===== config.mk =====
export PLATFORM = sky130hd
export DESIGN_NAME = sqw_timer
export DESIGN_NICKNAME = d
export VERILOG_FILES = /design/src/rtl/sqw_pkg.sv /design/src/rtl/sqw_prescaler.sv /design/src/rtl/sqw_counter.sv /design/src/rtl/sqw_outff.sv /design/src/rtl/sqw_timer.sv
export SDC_FILE = /design/constraint.sdc
export NUM_CORES = 1
export LEC_CHECK = 0
export BUFFER_PORTS_ARGS = -buffer_cell sky130_fd_sc_hd__buf_2
export CORE_ASPECT_RATIO = 1.1
export CORE_MARGIN = 2
export CORE_UTILIZATION = 53
export DETAILED_ROUTE_END_ITERATION = 16
export PLACE_DENSITY = 0.82
export SYNTH_ARGS = -nofsm -noshare
export SYNTH_HDL_FRONTEND = slang
export SYNTH_SLANG_ARGS = --single-unit
export TNS_END_PERCENT = 20

===== constraint.sdc =====
create_clock -name clk_i -period 5 [get_ports clk_i]
set_input_delay 1 -clock clk_i [delete_from_list [all_inputs] [get_ports clk_i]]
set_output_delay 1 -clock clk_i [all_outputs]
set_load 0.02 [all_outputs]

===== src/rtl/sqw_pkg.sv =====
package sqw_pkg;
  localparam int unsigned CNT_W_DEF = 16;
  localparam int unsigned SEL_W_DEF = 2;
  typedef enum logic [1:0] {LVL_HOLD, LVL_SET, LVL_CLR} lvl_req_e;
endpackage


===== src/rtl/sqw_prescaler.sv =====
module sqw_prescaler #(
  parameter int unsigned SEL_W = 2
) (
  input  logic             clk_i,
  input  logic             rst_ni,
  input  logic             run_i,
  input  logic [SEL_W-1:0] sel_i,
  output logic             tick_o
);
  localparam int unsigned DIV_W = (2 ** SEL_W) - 1;

  logic [DIV_W-1:0] div_q;
  logic [DIV_W:0]   mask_w;
  logic [DIV_W-1:0] mask;

  // mask has sel low bits set
  assign mask_w = ({{DIV_W{1'b0}}, 1'b1} << sel_i) - 1'b1;
  assign mask   = mask_w[DIV_W-1:0];
  assign tick_o = run_i && ((div_q & mask) == mask);

  always_ff @(posedge clk_i or negedge rst_ni) begin
    if (!rst_ni)    div_q <= '0;
    else if (run_i) div_q <= div_q + 1'b1;
  end
endmodule


===== src/rtl/sqw_counter.sv =====
module sqw_counter #(
  parameter int unsigned CNT_W = 16
) (
  input  logic             clk_i,
  input  logic             rst_ni,
  input  logic             tick_i,
  input  logic [CNT_W-1:0] cmp0_i,
  input  logic [CNT_W-1:0] cmp1_i,
  output logic [CNT_W-1:0] cnt_o,
  output logic             match0_o,
  output logic             match1_o
);
  logic [CNT_W-1:0] cnt_q;
  logic             cmp0_zero;

  assign cmp0_zero = (cmp0_i == '0);
  assign match0_o  = tick_i && !cmp0_zero && (cnt_q == cmp0_i);
  assign match1_o  = tick_i && (cnt_q == cmp1_i);
  assign cnt_o     = cnt_q;

  always_ff @(posedge clk_i or negedge rst_ni) begin
    if (!rst_ni) begin
      cnt_q <= '0;
    end else if (tick_i) begin
      if (cmp0_zero || match0_o) cnt_q <= '0;
      else                       cnt_q <= cnt_q + 1'b1;
    end
  end
endmodule


===== src/rtl/sqw_outff.sv =====
module sqw_outff
  import sqw_pkg::*;
(
  input  logic clk_i,
  input  logic rst_ni,
  input  logic set_i,
  input  logic clr_i,
  input  logic toggle_i,
  output logic ff_o
);
  lvl_req_e req;
  logic     ff_q;

  always_comb begin
    unique case ({set_i, clr_i})
      2'b10:   req = LVL_SET;
      2'b01:   req = LVL_CLR;
      default: req = LVL_HOLD;
    endcase
  end

  always_ff @(posedge clk_i or negedge rst_ni) begin
    if (!rst_ni) begin
      ff_q <= 1'b0;
    end else begin
      unique case (req)
        LVL_SET: ff_q <= 1'b1;
        LVL_CLR: ff_q <= 1'b0;
        default: if (toggle_i && !(set_i && clr_i)) ff_q <= ~ff_q;
      endcase
    end
  end

  assign ff_o = ff_q;
endmodule


===== src/rtl/sqw_timer.sv =====
module sqw_timer
  import sqw_pkg::*;
#(
  parameter int unsigned CNT_W = CNT_W_DEF,
  parameter int unsigned SEL_W = SEL_W_DEF
) (
  input  logic             clk_i,
  input  logic             rst_ni,
  input  logic             run_i,
  input  logic [SEL_W-1:0] presc_sel_i,
  input  logic [CNT_W-1:0] cmp0_i,
  input  logic [CNT_W-1:0] cmp1_i,
  input  logic             lvl_set_i,
  input  logic             lvl_clr_i,
  input  logic             out_en_i,
  input  logic             irq1_mask_i,
  output logic [CNT_W-1:0] count_o,
  output logic             wave_o,
  output logic             irq0_o,
  output logic             irq1_o,
  output logic             cfg_err_o
);
  logic tick, match0, match1, ff;
  logic irq0_q, irq1_q, err_q;

  sqw_prescaler #(.SEL_W(SEL_W)) u_psc (
    .clk_i(clk_i), .rst_ni(rst_ni), .run_i(run_i),
    .sel_i(presc_sel_i), .tick_o(tick)
  );

  sqw_counter #(.CNT_W(CNT_W)) u_cnt (
    .clk_i(clk_i), .rst_ni(rst_ni), .tick_i(tick),
    .cmp0_i(cmp0_i), .cmp1_i(cmp1_i), .cnt_o(count_o),
    .match0_o(match0), .match1_o(match1)
  );

  sqw_outff u_ff (
    .clk_i(clk_i), .rst_ni(rst_ni), .set_i(lvl_set_i),
    .clr_i(lvl_clr_i), .toggle_i(match0), .ff_o(ff)
  );

  always_ff @(posedge clk_i or negedge rst_ni) begin
    if (!rst_ni) begin
      irq0_q <= 1'b0;
      irq1_q <= 1'b0;
      err_q  <= 1'b0;
    end else begin
      irq0_q <= match0;
      irq1_q <= match1 && !irq1_mask_i;
      err_q  <= (cmp0_i == '0);
    end
  end

  assign irq0_o    = irq0_q;
  assign irq1_o    = irq1_q;
  assign cfg_err_o = err_q;
  assign wave_o    = out_en_i & ff;
endmodule


==> out/metrics.csv, run 1 <==
metric;value;unit
number of port buffers;60;
WHS;0.506;ns
critical path class;in2reg;
nets;276;
CTS tree;built;
power consumption;0.740;mW
# fillers;263;
Worst EP arrival;2.76;ns
Rows;21;
drt pass-1 iters;4;
PwrDens;375;mW/mm^2
Slew Limit Fails;0;
Die Y;62.6;um
placed wire-length estimate;3.14;mm
total I/O pin count;61;
Max clock buf depth;2;
via count;1499;
vias in the first global route;1447;
top_reg_cell synth;dfrtp_1;
commonest cells after routing, fill and taps aside;buf_2, xnor2_1, dfrtp_1;
area delta synth->final;19.2;%
Hold-fix buffers, CTS;0;
EDFF count, synth;0;
sequential power share;44.5;%
total negative setup slack;0;ns
Initial Util;54.8;%
root buf cell;clkbuf_4;
status;finished clean;
maxcap violations;0;
worst vdd ir;0.000319;V
routed length per instance;15.1;um
unrepaired setup endpoints after global routing;false;
Total Routing Usage GR;22.9;%
total grt overflow;0;
Critical Path Source Type;primary input;
Worst-Skew Late Latency;0.31;ns
Psw;0.340;mW
remaining antenna violation count;0;
Std-Cell Core Area;0.00302;mm^2
syn nets;222;
diode count;0;
Worst setup EP type;flip-flop;
global-route wire length before repair;6.44;mm
final setup fails;0;
count of cell types in the netlist;37;
Initial DRC Count;39;
Worst slew margin;39.3;%
layout cells sized above 1;30.4;%
Fin. Hold Viols;0;
Pint;0.399;mW
CTS resizes;0;
sequential share of the synthesized area;34.8;%
DRC Markers;0;
gpl congestion;0.839;
cell count after synthesis;177;
Switching Fraction;46.0;%
fmax;397;MHz
Synth warnings;0;
Req. time, crit path;5.24;ns
CTS H-tree lvls;1;
largest net degree at the start of global routing;24;
Final Skew;0.00156;ns
total CTS buffers;3;
Final period util;50.4;%
Min-Delay Path Class;reg2reg;
Reg clk slew, reported paths;0.13;ns
Tmin final;2.52;ns
most common cell after layout, fill and taps aside;buf_2;
die width;57.3;um
Syn Std Cell Area;0.00166;mm^2
Post-CTS Setup Bufs;0;
Clock power frac;11.7;%
CTS sink cnt;23;
initial antenna violation count;0;
drt via density;5.68;
FFs w/ async S/R, synth;100;%
die area;0.00359;mm^2
Mean Syn Cell Area;9.35;um^2
Worst-Margin Slew;0.907;ns
wirelength, routed;3.99;mm
Static Leak;0.906;nW
Seq cells post-synth;23;
combinational power share;43.8;%
CP Max Fanout;15;
==> logic make-up after synthesis <==
kind of cell	synth area share (%)
compound gates	9.90
flops	34.8
simple gates	24.2
fa+ha+maj	3.02
buf+inv	5.22
xor+xnor	22.2
mux	0.680
==> area by class of cell <==
class                      instances  area [um^2]  area share [%]
clock buffer                       3         22.5            1.14
clock inverter                     1         5.00           0.254
inverter                           9         33.8            1.71
multi-input combinational        134          993            50.3
sequential                        23          576            29.2
tap                               34         42.5            2.16
timing repair buffer              60          300            15.2
==> per-stage QoR <==
stage                     area, um^2  setup slack, ns  utilization [%]  std cells
after CTS                       1970             2.48             65.3        264
after global routing            1970             2.27             65.3        264
after detailed placement        1950             2.16             64.4        260
after global placement          1950             2.26             64.4        260
final                           1970             2.48             65.3        264
after floorplan                 1660             2.58                -        177
==> cell usage after synthesis, types with 2 or more instances <==
| cell | n | area [um^2] |
|---|---|---|
| xnor2_1 | 24 | 210 |
| dfrtp_1 | 23 | 576 |
| xor2_1 | 18 | 158 |
| nor4_1 | 14 | 87.6 |
| nand2_1 | 11 | 41.3 |
| a21oi_1 | 8 | 40.0 |
| inv_1 | 8 | 30.0 |
| nand3_1 | 8 | 40.0 |
| clkbuf_1 | 7 | 26.3 |
| nand4_1 | 7 | 43.8 |
| a31oi_1 | 5 | 31.3 |
| ha_1 | 4 | 50.1 |
| o22ai_1 | 4 | 25.0 |
| buf_2 | 3 | 15.0 |
| nor3_1 | 3 | 15.0 |
| or3_1 | 3 | 18.8 |
| a21bo_1 | 2 | 20.0 |
| and3_1 | 2 | 12.5 |
| nor2_1 | 2 | 7.51 |
| nor4_2 | 2 | 25.0 |
| nor4_4 | 2 | 42.5 |
| o21ai_1 | 2 | 10.0 |
==> power by group through the flow <==
stage / combinational (mW) / sequential, mW / clock [mW]
floorplan: 0.223 / 0.329 / 0
global placement: 0.316 / 0.329 / 0
detailed placement: 0.324 / 0.332 / 0
CTS: 0.326 / 0.327 / 0.0889
global route: 0.359 / 0.337 / 0.100
finish: 0.324 / 0.329 / 0.0866
==> registers in the layout (all words and copies together), names as in the netlist <==
register,count
irq1_o,1
u_psc.div_q,3
u_ff.ff_o,1
irq0_o,1
u_cnt.cnt_o,16
cfg_err_o,1
==> critical path, cell delays in order <==
cell,delay [ns]
buf_2,0.10
a21bo_1,0.16
nand2_1,0.21
nor2_1,0.77
nand3_1,0.26
o22ai_1,0.24
==> path summary, 6_finish.rpt <==
| path | end | from | cells past startpoint | slack (ns) |
|---|---|---|---|---|
| setup / recovery | u_cnt.cnt_o[6] | presc_sel_i[1] | 6 | 2.48 |
| max in group asynchronous | u_ff.ff_o | rst_ni | 1 | 4.04 |
| setup reg to reg | u_cnt.cnt_o[6] | u_psc.div_q[0] | 5 | 2.87 |
| hold / removal | u_psc.div_q[2] | u_psc.div_q[2] | 1 | 0.51 |
| hold reg to reg | u_psc.div_q[2] | u_psc.div_q[2] | 1 | 0.51 |
| min in group asynchronous | u_cnt.cnt_o[13] | rst_ni | 1 | 0.63 |
==> per-layer routing <==
metal / track usage [%] / wire length (um) / up-vias
li1: - / - / 741
met1: 29.0 / 1700 / 692
met2: 39.5 / 1970 / 60
met3: 2.69 / 244 / 6
met4: 8.14 / 72 / 0
met5: 0 / 0 / -
(Power assumes the default switching activity.)
==> inputs of run 2 (changes only) <==
Settings changed: ABC_AREA from default to 1, CORE_UTILIZATION 53 to 46, PLACE_DENSITY 0.82 to 0.74.
Clock period 5 ns to 2.1 ns, I/O delays scaled along.
==> out/metrics.csv, run 2 <==
metric;value;unit;change
remaining antenna violation count;0;;unchanged
CTS H-tree lvls;1;;unchanged
Worst-Skew Late Latency;0.28;ns;was 0.31 ns
vias in the first global route;1801;;was 1,447
nets;367;;was 276
syn nets;308;;was 222
# fillers;398;;was 263
Post-CTS Setup Bufs;0;;unchanged
EDFF count, synth;0;;unchanged
top_reg_cell synth;dfrtp_1;;unchanged
sequential share of the synthesized area;31.4;%;was 34.8%
Die Y;70.2;um;was 62.6 um
die area;0.00451;mm^2;was 0.00359 mm^2
layout cells sized above 1;24.6;%;was 30.4%
wirelength, routed;4.73;mm;was 3.99 mm
Final Non-Filler Cells;373;;was 264
Initial DRC Count;115;;was 39
global-route wire length before repair;7.84;mm;was 6.44 mm
number of port buffers;60;;unchanged
Max clock buf depth;2;;unchanged
Synth warnings;0;;unchanged
status;finished clean;;unchanged
Min-Delay Path Class;in2async;;was reg2reg
Worst-Margin Slew;0.526;ns;was 0.907 ns
total I/O pin count;61;;unchanged
total negative setup slack;0;ns;unchanged
Req. time, crit path;2.25;ns;was 5.24 ns
area leader, netlist;dfrtp_1;;unchanged
final instance area;0.00218;mm^2;was 0.00197 mm^2
CTS tree;built;;unchanged
count of cell types in the netlist;25;;was 37
Slew Limit Fails;0;;unchanged
total CTS buffers;3;;unchanged
Worst slew margin;64.9;%;was 39.3%
Initial Util;47.0;%;was 54.8%
Final period util;80.1;%;
Std-Cell Core Area;0.00390;mm^2;was 0.00302 mm^2
drt via density;5.05;;was 5.68
most frequent cell after synthesis;nand2_1;;was xnor2_1
dpl cells;369;;was 260
Total Routing Usage GR;22.1;%;was 22.9%
final setup fails;0;;unchanged
Syn Std Cell Area;0.00183;mm^2;was 0.00166 mm^2
post-synth top area share;31.4;%;was 34.8%
root buf cell;clkbuf_8;;was clkbuf_4
placed wire-length estimate;3.76;mm;was 3.14 mm
largest net degree at the start of global routing;24;;unchanged
fmax;595;MHz;
final core utilization;55.9;%;was 65.3%
initial antenna violation count;0;;unchanged
Synth area leaders;dfrtp_1, nand2_1, xor2_1;;was dfrtp_1, xnor2_1, xor2_1
CTS resizes;0;;unchanged
Critical Path Source Type;flip-flop;;was primary input
total grt overflow;0;;unchanged
Rows;24;;was 21
gpl congestion;0.943;;was 0.839
via count;1884;;was 1,499
cell count after synthesis;263;;was 177
die width;64.2;um;was 57.3 um
max FFs per register;16;;unchanged
routed length per instance;12.7;um;was 15.1 um
drt pass-1 iters;4;;unchanged
Fin. Hold Viols;0;;unchanged
commonest cells after routing, fill and taps aside;nand2_1, buf_2, nor2_1;;was buf_2, xnor2_1, dfrtp_1
CP Max Fanout;9;;was 15
Reg clk slew, reported paths;0.09;ns;was 0.13 ns
Static Leak;1.18;nW;was 0.906 nW
Worst setup EP type;flip-flop;;unchanged
Hold-fix buffers, CTS;0;;unchanged
CP max-delay cell;dfrtp_1;;was nor2_1
top cells by count, synth;nand2_1, nor2_1, inv_1;;was xnor2_1, dfrtp_1, xor2_1
maxcap violations;0;;unchanged
Tmin final;1.68;ns;
diode count;0;;unchanged
crit-path most repeated cell;nand2_1;;
Final Skew;0.00953;ns;was 0.00156 ns
Seq cells post-synth;23;;unchanged
Mean Syn Cell Area;6.97;um^2;was 9.35 um^2
PwrDens;890;mW/mm^2;was 375 mW/mm^2
most common cell after layout, fill and taps aside;nand2_1;;was buf_2
power consumption;1.94;mW;was 0.740 mW
crit-path cells;inv_2, nand2_1, nand2_1, nand2_1, nor2_1, nand2_1, inv_1, nand2_4, a21oi_4, nor2_1;;was buf_2, a21bo_1, nand2_1, nor2_1, nand3_1, o22ai_1
max incr delay on CP;0.48;ns;was 0.77 ns
critical path class;reg2reg;;was in2reg
unrepaired setup endpoints after global routing;false;;unchanged
placed cell area;0.00214;mm^2;was 0.00195 mm^2
area delta synth->final;19.1;%;was 19.2%
worst vdd ir;0.000503;V;was 0.000319 V
Worst EP arrival;1.83;ns;was 2.76 ns
CTS sink cnt;23;;unchanged
DRC Markers;0;;unchanged
FFs w/ async S/R, synth;100;%;unchanged
==> run 2: cell count changes in the layout (fill, tap and decap cells not counted), moves of 5 or more <==
cell / delta
nor2_1: +30
nor4_1: -12
inv_1: +22
nor3_1: +5
xnor2_1: -12
a21oi_1: -7
inv_2: +7
nand3_1: +11
o21ai_0: +10
a31oi_1: -5
nand2_1: +56
==> run 2: cell type report <==
type / instances / area, um^2 / area share, %
multi-input cells: 196 / 1050 / 48.1
well taps: 52 / 65.1 / 2.98
inverters: 37 / 139 / 6.36
clock inverters: 1 / 5.00 / 0.229
clock buffers: 3 / 41.3 / 1.89
flip-flops and latches: 23 / 576 / 26.4
repair buffers: 61 / 308 / 14.1
==> run 2: worst paths after layout <==
kind	startpoint	to	slack, ns	cells past startpoint
setup reg to reg	u_cnt.cnt_o[9]	u_cnt.cnt_o[15]	0.42	10
setup / recovery	u_cnt.cnt_o[9]	u_cnt.cnt_o[15]	0.42	10
hold reg to reg	u_psc.div_q[2]	u_psc.div_q[2]	0.50	2
max in group asynchronous	rst_ni	irq1_o	1.63	1
hold / removal	rst_ni	u_psc.div_q[1]	0.10	1
min in group clk_i	run_i	u_psc.div_q[0]	0.37	2
==> run 2: through the flow <==
step / setup slack, ns / hold slack [ns]
3_5_place_dp: 0.347 / 0.437
3_3_place_gp: 0.406 / 0.430
6_report: 0.419 / 0.105
2_1_floorplan: 0.604 / 0.124
4_1_cts: 0.434 / 0.131
5_1_grt: 0.259 / 0.152
==> run 2: worst max-delay path, delay by kind of cell (launching register included) <==
kind / cells / cell delay (ns)
flops: 1 / 0.48
buf+inv: 2 / 0.26
compound gates: 1 / 0.28
simple gates: 7 / 0.51
==> run 2: per-layer routing <==
layer | GRT usage, % | part of all wire, % | up-vias
li1 | - | - | 959
met1 | 27.6 | 44 | 849
met2 | 37.5 | 47 | 63
met3 | 2.74 | 6.2 | 13
met4 | 10.4 | 3.1 | 0
met5 | 0 | 0 | -
==> run 2: power breakdown <==
group | internal [mW] | total (mW) | leakage [nW] | switching [mW]
sequential | 0.563 | 0.792 | 0.287 | 0.229
combinational | 0.338 | 0.863 | 0.869 | 0.525
clock | 0.133 | 0.288 | 0.0255 | 0.155
==> run 2: kinds of logic (layout without fill, tap and decap cells) <==
group	count (synthesis)	after routing	synth area share, %
AND/OR/NAND/NOR	144	144	34.1
XOR/XNOR	27	27	12.9
adder cells (fa/ha/maj)	4	4	2.73
multiplexers	1	1	0.614
AO/OA/AOI/OAI	20	20	6.96
buffers and inverters	44	102	11.3
flip-flops	23	23	31.4
